[src/rtl/regcore_pkg.sv]
// Shared types for the two-register accumulator core.
// Assumes a fixed 4-bit operation code and a single register-select bit.
package regcore_pkg;

    localparam int OPW = 4;

    typedef enum logic [OPW-1:0] {
        OP_ADD  = 4'h0,
        OP_SUB  = 4'h1,
        OP_AND  = 4'h2,
        OP_XOR  = 4'h3,
        OP_INV  = 4'h4,
        OP_SHL  = 4'h5,
        OP_SHR  = 4'h6,
        OP_OR   = 4'h7,
        OP_LOAD = 4'h8,
        OP_STOR = 4'h9,
        OP_HALT = 4'hA,
        OP_RETL = 4'hB,
        OP_JUMP = 4'hC,
        OP_CALL = 4'hD,
        OP_JPOS = 4'hE,
        OP_JZER = 4'hF
    } op_e;

    typedef enum logic [2:0] {
        ST_FETCH,
        ST_DECODE,
        ST_MEM,
        ST_EXEC,
        ST_WB,
        ST_HALT
    } state_e;

    // True for operations whose result goes back into the selected register.
    function automatic logic op_writes_reg(op_e op);
        return (op inside {OP_ADD, OP_SUB, OP_AND, OP_XOR, OP_INV,
                           OP_SHL, OP_SHR, OP_OR, OP_LOAD});
    endfunction

endpackage

[src/rtl/regcore_alu.sv]
// Combinational ALU: combines register value a with memory data b.
// Assumes non-arithmetic codes pass a through unchanged. Flags are not produced.
module regcore_alu
    import regcore_pkg::*;
#(
    parameter int DW = 8
) (
    input  op_e           op,
    input  logic [DW-1:0] a,
    input  logic [DW-1:0] b,
    output logic [DW-1:0] y
);

    // Select the result for the current operation.
    always_comb begin
        unique case (op)
            OP_ADD:  y = a + b;
            OP_SUB:  y = a - b;
            OP_AND:  y = a & b;
            OP_XOR:  y = a ^ b;
            OP_OR:   y = a | b;
            OP_INV:  y = ~a;
            OP_SHL:  y = {a[DW-2:0], 1'b0};
            OP_SHR:  y = {1'b0, a[DW-1:1]};
            OP_LOAD: y = b;
            default: y = a;
        endcase
    end

endmodule

[src/rtl/regcore_regfile.sv]
// Working register bank with one write port and one read port.
// Assumes write and read use the same select during any instruction.
module regcore_regfile #(
    parameter int DW   = 8,
    parameter int NREG = 2,
    localparam int SW  = (NREG > 1) ? $clog2(NREG) : 1
) (
    input  logic          clk,
    input  logic          rst_n,
    input  logic          we,
    input  logic [SW-1:0] sel,
    input  logic [DW-1:0] wdata,
    output logic [DW-1:0] rdata
);

    logic [DW-1:0] regs [NREG];

    // One storage register per slot, cleared on reset.
    for (genvar g = 0; g < NREG; g++) begin : g_reg
        always_ff @(posedge clk) begin
            if (!rst_n)
                regs[g] <= '0;
            else if (we && (int'(sel) == g))
                regs[g] <= wdata;
        end
    end

    // Read the selected register.
    assign rdata = regs[sel];

endmodule

[src/rtl/regcore_branch.sv]
// Next program counter and link-save decision for the write-back state.
// Assumes a is the selected register, two's complement.
module regcore_branch
    import regcore_pkg::*;
#(
    parameter int DW = 8,
    parameter int AW = 6
) (
    input  op_e           op,
    input  logic [DW-1:0] a,
    input  logic [AW-1:0] pc,
    input  logic [AW-1:0] target,
    input  logic [AW-1:0] link,
    output logic [AW-1:0] next_pc,
    output logic [AW-1:0] ret_pc,
    output logic          link_we
);

    logic is_zero;
    logic is_pos;

    // Condition flags from the register value.
    assign is_zero = (a == '0);
    assign is_pos  = !a[DW-1] && !is_zero;
    assign ret_pc  = pc + AW'(1);

    // Pick the next PC and decide whether to save the return address.
    always_comb begin
        link_we = 1'b0;
        unique case (op)
            OP_JUMP: next_pc = target;
            OP_CALL: begin
                next_pc = target;
                link_we = 1'b1;
            end
            OP_RETL: next_pc = link;
            OP_JPOS: next_pc = is_pos  ? target : ret_pc;
            OP_JZER: next_pc = is_zero ? target : ret_pc;
            default: next_pc = ret_pc;
        endcase
    end

endmodule

[src/rtl/regcore_cpu.sv]
// Top level: multicycle two-register core with one synchronous memory port.
// Assumes memory read data is valid one cycle after mem_addr, and that writes
// land at the edge where mem_we is high.
module regcore_cpu
    import regcore_pkg::*;
#(
    parameter int DW = 8,
    parameter int AW = 6,
    localparam int IW = OPW + 2 + AW
) (
    input  logic          clk,
    input  logic          rst_n,
    output logic [AW-1:0] mem_addr,
    output logic [IW-1:0] mem_wdata,
    output logic          mem_we,
    input  logic [IW-1:0] mem_rdata,
    output logic          halted
);

    state_e        state;
    logic [AW-1:0] pc;
    logic [AW-1:0] link;
    op_e           ir_op;
    logic          ir_sel;
    logic [AW-1:0] ir_addr;
    logic [DW-1:0] res_q;
    logic [DW-1:0] rd_val;
    logic [DW-1:0] alu_y;
    logic [AW-1:0] next_pc;
    logic [AW-1:0] ret_pc;
    logic          link_we;
    logic          reg_we;

    // Register bank write happens in write-back only.
    assign reg_we = (state == ST_WB) && op_writes_reg(ir_op);

    regcore_regfile #(.DW(DW), .NREG(2)) u_regs (
        .clk   (clk),
        .rst_n (rst_n),
        .we    (reg_we),
        .sel   (ir_sel),
        .wdata (res_q),
        .rdata (rd_val)
    );

    regcore_alu #(.DW(DW)) u_alu (
        .op (ir_op),
        .a  (rd_val),
        .b  (mem_rdata[DW-1:0]),
        .y  (alu_y)
    );

    regcore_branch #(.DW(DW), .AW(AW)) u_br (
        .op      (ir_op),
        .a       (rd_val),
        .pc      (pc),
        .target  (ir_addr),
        .link    (link),
        .next_pc (next_pc),
        .ret_pc  (ret_pc),
        .link_we (link_we)
    );

    // Sequencer: walks fetch, decode, memory, execute and write-back.
    always_ff @(posedge clk) begin
        if (!rst_n) begin
            state   <= ST_FETCH;
            pc      <= '0;
            link    <= '0;
            ir_op   <= OP_ADD;
            ir_sel  <= 1'b0;
            ir_addr <= '0;
            res_q   <= '0;
        end else begin
            unique case (state)
                ST_FETCH:  state <= ST_DECODE;
                ST_DECODE: begin
                    ir_op   <= op_e'(mem_rdata[IW-1 -: OPW]);
                    ir_sel  <= mem_rdata[AW+1];
                    ir_addr <= mem_rdata[AW-1:0];
                    state   <= (op_e'(mem_rdata[IW-1 -: OPW]) == OP_HALT)
                               ? ST_HALT : ST_MEM;
                end
                ST_MEM:    state <= ST_EXEC;
                ST_EXEC: begin
                    res_q <= alu_y;
                    state <= ST_WB;
                end
                ST_WB: begin
                    pc <= next_pc;
                    if (link_we)
                        link <= ret_pc;
                    state <= ST_FETCH;
                end
                default:   state <= ST_HALT;
            endcase
        end
    end

    // Memory port: PC during fetch, operand address otherwise.
    assign mem_addr  = (state == ST_FETCH) ? pc : ir_addr;
    assign mem_we    = (state == ST_MEM) && (ir_op == OP_STOR);
    assign mem_wdata = {{(IW-DW){1'b0}}, rd_val};
    assign halted    = (state == ST_HALT);

endmodule

[config.mk]
export PLATFORM = sky130hd
export DESIGN_NAME = regcore_cpu
export DESIGN_NICKNAME = d
export VERILOG_FILES = /design/src/rtl/regcore_pkg.sv /design/src/rtl/regcore_alu.sv /design/src/rtl/regcore_regfile.sv /design/src/rtl/regcore_branch.sv /design/src/rtl/regcore_cpu.sv
export SDC_FILE = /design/constraint.sdc
export NUM_CORES = 1
export LEC_CHECK = 0
export BUFFER_PORTS_ARGS = -buffer_cell sky130_fd_sc_hd__buf_2
export CORE_UTILIZATION = 65
export DETAILED_ROUTE_END_ITERATION = 10
export GPL_TIMING_DRIVEN = 0
export PLACE_DENSITY = 0.86
export SLEW_MARGIN = 0
export SYNTH_ARGS = -nofsm -noshare
export SYNTH_HDL_FRONTEND = slang
export SYNTH_SLANG_ARGS = --single-unit
[constraint.sdc]
create_clock -name clk -period 4.47 [get_ports clk]
set_clock_uncertainty 0.2 [all_clocks]
set_input_delay 0 -clock clk [delete_from_list [all_inputs] [get_ports clk]]
set_output_delay 0 -clock clk [all_outputs]
set_load 0.02 [all_outputs]
## Yosys cells after proc, flatten, opt, wreduce, memory -nomap -nowiden

Memory sizes are Yosys's and may differ from the RTL's. A register that Yosys moved wholly into a read port is not among the register bits.
Index checks and enable logic that the tools add are counted.

| word-level totals | value |
|---|---|
| register bits | 34 |
| latch bits | 0 |
| RAM bits | 16 |
| memory bits (read-only) | 0 |
| input port bits | 14 |
| output and inout port bits | 20 |
| word-level logic and storage cells | 70 |
| memories kept | 1 |

| operators by class | value |
|---|---|
| add/subtract/negate cells | 3 |
| multiply operators | 0 |
| div/mod/pow operators | 0 |
| $lt $le $gt $ge | 0 |
| equal/unequal tests | 20 |
| shift-type cells | 0 |
| mux-type cells | 19 |
| bitwise operators | 7 |
| reduce and logical (&&, ||, !) cells | 13 |

Memories:

| memory | words | bits a word | rd ports | clocked after memory_dff | write ports | line | text |
|---|---|---|---|---|---|---|---|
| u_regs.regs | 2 | 8 | 1 | 1 | 2 | regcore_regfile.sv:16 | `logic [DW-1:0] regs [NREG];` |

Operators with widths:

| operator | number |
|---|---|
| $pmux W8 S9 | 1 |
| $eq A4 B4 Y1 const B | 8 |
| $pmux W6 S4 | 1 |
| $mux W6 | 3 |
| $eq A4 B3 Y1 const B | 4 |
| $mux W8 | 2 |
| $pmux W3 S5 | 1 |
| $mux W1 | 10 |
| $reduce_bool A9 Y1 | 1 |
| $add A8 B8 Y8 | 1 |
| $and A8 B8 Y8 | 1 |
| $eq A4 B2 Y1 const B | 2 |
| $logic_not A8 Y1 | 1 |
| $not A8 Y8 | 1 |
| $or A8 B8 Y8 | 1 |
| $sub A8 B8 Y8 | 1 |
| $xor A8 B8 Y8 | 1 |
| $add A6 B1 Y6 const B | 1 |
| $eq A3 B2 Y1 const B | 2 |
| $eq A3 B3 Y1 const B | 2 |
| $logic_and A1 B1 Y1 | 5 |
| $eq A4 B1 Y1 const B | 1 |
| $logic_not A4 Y1 | 1 |
| $eq A3 B1 Y1 const B | 1 |
| other kinds (7) | 9 |

## Depth between registers and ports, before layout

| logic depth | value |
|---|---|
| depth after elaboration | 8 |
| mapped depth | 11 |
| gate-level depth less buffers | 11 |

## Hierarchy

Synthesis repeated with hierarchy kept, for this count alone.

| second synthesis, totals | value |
|---|---|
| cells, all modules | 457 |
| area total of the unflattened synthesis | 4,102.7 µm² |

By module, submodules not included:

| module | instances | cells each | area an instance (µm²) |
|---|---|---|---|
| regcore_cpu | 1 | 147 | 1,516.5 |
| regcore_alu | 1 | 193 | 1,398.8 |
| regcore_regfile | 1 | 57 | 770.7 |
| regcore_branch | 1 | 60 | 416.6 |

## Least setup slack after synthesis

Ideal clock, no wire load.

| timing | value |
|---|---|
| kind | reg2reg |
| from | register ir_op[3] |
| to | register res_q[5] |
| library setup time | 0.130 ns |
| arrival time | 2.648 ns |
| path slack | 1.492 ns |
| stages on the path, launching flop included | 10 |
| path buffers | 1 |
| clock period less this slack | 2.978 ns |
| path through | dfxtp_1 clkbuf_2 nor4b_2 mux2i_1 ha_1 nor2b_1 o31a_1 a31o_2 a2111oi_0 o31ai_1 |

| on the way | value |
|---|---|
| longest elaborated chain between the ends | 2 |
| elaborated cells between the ends (all ways) | 10 |
| classes of those cells | eq/ne (8); mux (1); reduce/logical (1) |

Ends and longest elaborated chain:

| element | line | text |
|---|---|---|
| from (decl) | regcore_cpu.sv:23 | `op_e ir_op;` |
| from (signal assigned) | regcore_cpu.sv:78 | `ir_op <= op_e'(mem_rdata[IW-1 -: OPW]);` |
| $eq A4 B4 Y1, or another cell as far along | regcore_alu.sv:16 | `unique case (op)` |
| $pmux W8 S9 (*) | regcore_alu.sv:16 |  |
| to (signal assigned) | regcore_cpu.sv:86 | `res_q <= alu_y;` |
| to (decl) | regcore_cpu.sv:26 | `logic [DW-1:0] res_q;` |

Mark *: on every way between the ends. The rest lies on a longest branch, timed or not.
A chain may end at the register's enable or synchronous reset.

## Worst setup path in the final report

Same ends and word-level chain as after synthesis.

==> flow_summary.yaml <==
sta:
  worst_hold_margin_ns: 0.196
  worst_slew_margin_rel_pct: 27.1
  fin_max_slew_vios: 0
  grt_setup_unrepaired: "no"
  finalCritPeriodShare_pct: 82.7
  final-setup-viol-count: 0
  layout_min_cycle_time_ns: 3.70
  setup_slack_ns: 0.774
  finalSetupTns_ns: 0
  hold_violations_final: 0
  fmax_mhz: 271
  worst_margin_pin_slew_ns: 1.08
die:
  placement_rows: 27
  fp.dieW_um: 79.5
  floorplan.initialDensity_pct: 69.2
  die_y_extent_um: 79.5
  core_region_area_um2: 5640
  floorplan.io_pins: 34
  die_area_um2: 6320
clocking:
  root_buffer: "sky130_fd_sc_hd__clkbuf_8"
  cts_made_buffers: 5
  cts.reportedPaths.clkPinSlew_ns: 0.10
  ctsHtreeMaxLevel: 2
  clock_sink_count: 51
  cts_hold_buffers: 12
  clkLatencyLatePin_ns: 0.31
  cts_post_setup_buffers_inserted: 0
  clock_tree.buffer_depth: 2
  cts_tree: "built"
  resized_cells_post_cts: 0
yosys:
  syn_avg_cell_area_um2: 8.46
  ys_seq_area_share_pct: 30.3
  synthesis.area_um2: 3900
  synth-edff-count: 16
  synth.yosys.warnings: 0
  synthFlopType: "sky130_fd_sc_hd__dfxtp_1"
  postSynthRegisterBits: 51
  number_of_distinct_library_cells_after_synthesis: 67
  synth_cells: 461
  async_reset_ff_share_pct: 0
setup_path:
  critical_path.endpoint_type: "register"
  timing_worst_setup_path_type: "register to register"
  critical_path_required_ns: 4.44
  critPathArrivalTime_ns: 3.67
  critPathLaunchType: "register"
  regToRegSetupSlack_ns: 0.77
  critical_path_peak_fanout: 7
global_routing:
  grt_usage_pct: 38.1
  grt_first_pass_wirelength_mm: 18.2
  antenna_found_initial: 0
  first_global_vias: 3654
  grt_max_degree: 16
  gr-total-overflow: 0
final_layout:
  area.growth.synth_to_final_pct: 11.4
  filler_instances: 412
  final_stage_net_count: 552
  top_library_cells_by_usage_in_the_layout_fill_and_taps_aside: "37 x sky130_fd_sc_hd__buf_2, 35 x sky130_fd_sc_hd__dfxtp_1, 33 x sky130_fd_sc_hd__nor2_1, 33 x sky130_fd_sc_hd__nand2_1, 29 x sky130_fd_sc_hd__o21ai_0"
  layout_commonest_cell: "sky130_fd_sc_hd__buf_2"
  antenna_cells_inserted: 0
  ratio_of_cells_with_drive_above_1_in_the_final_layout_pct: 13.5
placed_design:
  place.gp.congestion: 0.969
  dp_hpwl_mm: 8.31
  dp_slack_ns: 0.856
  placement.io_buffers: 28
power_and_ir_drop:
  power.internal_mw: 0.756
  leakage_power_nw: 1.82
  powerDensity_nw_per_um2: 269
  power.net_switching_mw: 0.414
  worst_ir_drop_vdd_mv: 0.199
  comb_power_share_pct: 33.3
  pwr-share-seq_pct: 43.9
  switching_share_pct: 35.4
  power.share.clock_pct: 22.8
routing:
  firstDrtPassIters: 5
  avgViaCountPerCell: 6.53
  dr_top_layer: "met4"
  detail_route.wirelength.met1_mm: 4.74
  drt.antenna.violating_nets: 0
  routed_wirelength_mm: 11.5
  wl_per_cell_um: 19.7
  wl_met3_um: 995
  drc: 0
  route.met2.wl_mm: 5.51
  num_vias: 3815
  drt_iter0_markers: 406
status:
  outcome: "finished clean"
job:
  cap_viol_max_count: 0
worst_hold_path:
  holdCritPathClass: "input port to register"
-- per-stage QoR --
step	std cells	total power, mW	util (%)	area (µm²)
4_1_cts	584	1.15	77.0	4350
3_5_place_dp	564	0.888	73.4	4140
3_3_place_gp	564	0.877	73.4	4140
6_report	584	1.17	77.0	4350
5_1_grt	584	1.21	77.0	4350
2_1_floorplan	464	0.787	-	3910
-- area by class of cell --
cell class | count | area (µm²) | share of cell area, %
Multi-Input combinational cell | 359 | 2470 | 57.0
Sequential cell | 51 | 1180 | 27.2
Timing Repair Buffer | 40 | 260 | 5.99
Buffer | 31 | 170 | 3.92
Tap cell | 72 | 90.1 | 2.07
Inverter | 23 | 86.3 | 1.99
Clock buffer | 5 | 68.8 | 1.58
Clock inverter | 3 | 13.8 | 0.317
-- flip-flops by register name, indices dropped and copies added (netlist names), named ones only --
register	flops
ir_addr	6
ir_op	4
ir_sel	1
link	6
pc	6
res_q	8
state	3
u_regs.regs	16
-- Yosys cell counts, types with 9 or more instances --
cell	instances	area, µm²
sky130_fd_sc_hd__dfxtp_1	35	701
sky130_fd_sc_hd__nand2_1	33	124
sky130_fd_sc_hd__nor2_1	33	124
sky130_fd_sc_hd__o21ai_0	29	145
sky130_fd_sc_hd__ha_1	26	325
sky130_fd_sc_hd__a21oi_1	25	125
sky130_fd_sc_hd__inv_1	22	82.6
sky130_fd_sc_hd__nor2b_1	21	131
sky130_fd_sc_hd__and2_1	19	119
sky130_fd_sc_hd__mux2i_1	18	180
sky130_fd_sc_hd__edfxtp_1	16	480
sky130_fd_sc_hd__nand3_1	14	70.1
sky130_fd_sc_hd__a31oi_1	12	75.1
sky130_fd_sc_hd__clkbuf_1	12	45.0
sky130_fd_sc_hd__xnor2_1	10	87.6
sky130_fd_sc_hd__buf_2	9	45.0
sky130_fd_sc_hd__nor3_1	9	45.0
sky130_fd_sc_hd__o22ai_1	9	56.3
-- kinds of logic (layout without fill, tap and decap cells) --
group,after synthesis,after routing,share of synthesized area (%)
adder cells (fa/ha/maj),27,27,8.85
flip-flops,51,51,30.3
AND/OR/NAND/NOR,159,159,21.6
buffers and inverters,54,102,6.57
AO/OA/AOI/OAI,127,127,21.7
XOR/XNOR,15,15,3.37
multiplexers,27,27,7.50
other,1,4,0.0961
-- routing by layer --
metal  GRT usage [%]  up-vias
met5               0        -
met4            14.0        0
met3            6.74       29
met2            63.5      217
met1            48.9     1809
li1                -     1760
-- power by group through the flow --
| stage | clock network, mW | logic [mW] | registers (mW) |
|---|---|---|---|
| final | 0.267 | 0.390 | 0.514 |
| after global routing | 0.278 | 0.419 | 0.515 |
| after CTS | 0.258 | 0.376 | 0.512 |
| after detailed placement | 0 | 0.366 | 0.522 |
| after global placement | 0 | 0.355 | 0.521 |
| after floorplan | 0 | 0.269 | 0.518 |
-- final timing paths --
kind / end / cells past startpoint / from
worst max-delay path: res_q[5]$_SDFFE_PN0P_ / 9 / ir_op[3]$_SDFFE_PN0P_
worst min-delay path: res_q[6]$_SDFFE_PN0P_ / 5 / mem_rdata[6]
worst max register to register: res_q[5]$_SDFFE_PN0P_ / 9 / ir_op[3]$_SDFFE_PN0P_
worst min register to register: res_q[1]$_SDFFE_PN0P_ / 2 / res_q[1]$_SDFFE_PN0P_
-- worst max-delay path, stage by stage, from the launching register on --
cell                        delay, ns
sky130_fd_sc_hd__dfxtp_1         0.32
sky130_fd_sc_hd__clkbuf_2        0.18
sky130_fd_sc_hd__nor4b_2         0.70
sky130_fd_sc_hd__mux2i_1         0.36
sky130_fd_sc_hd__ha_1            0.28
sky130_fd_sc_hd__nor2b_1         0.13
sky130_fd_sc_hd__o31a_1          0.30
sky130_fd_sc_hd__a31o_2          0.28
sky130_fd_sc_hd__a2111oi_0       0.64
sky130_fd_sc_hd__o31ai_1         0.17
Power figures use the tool's default switching activity.
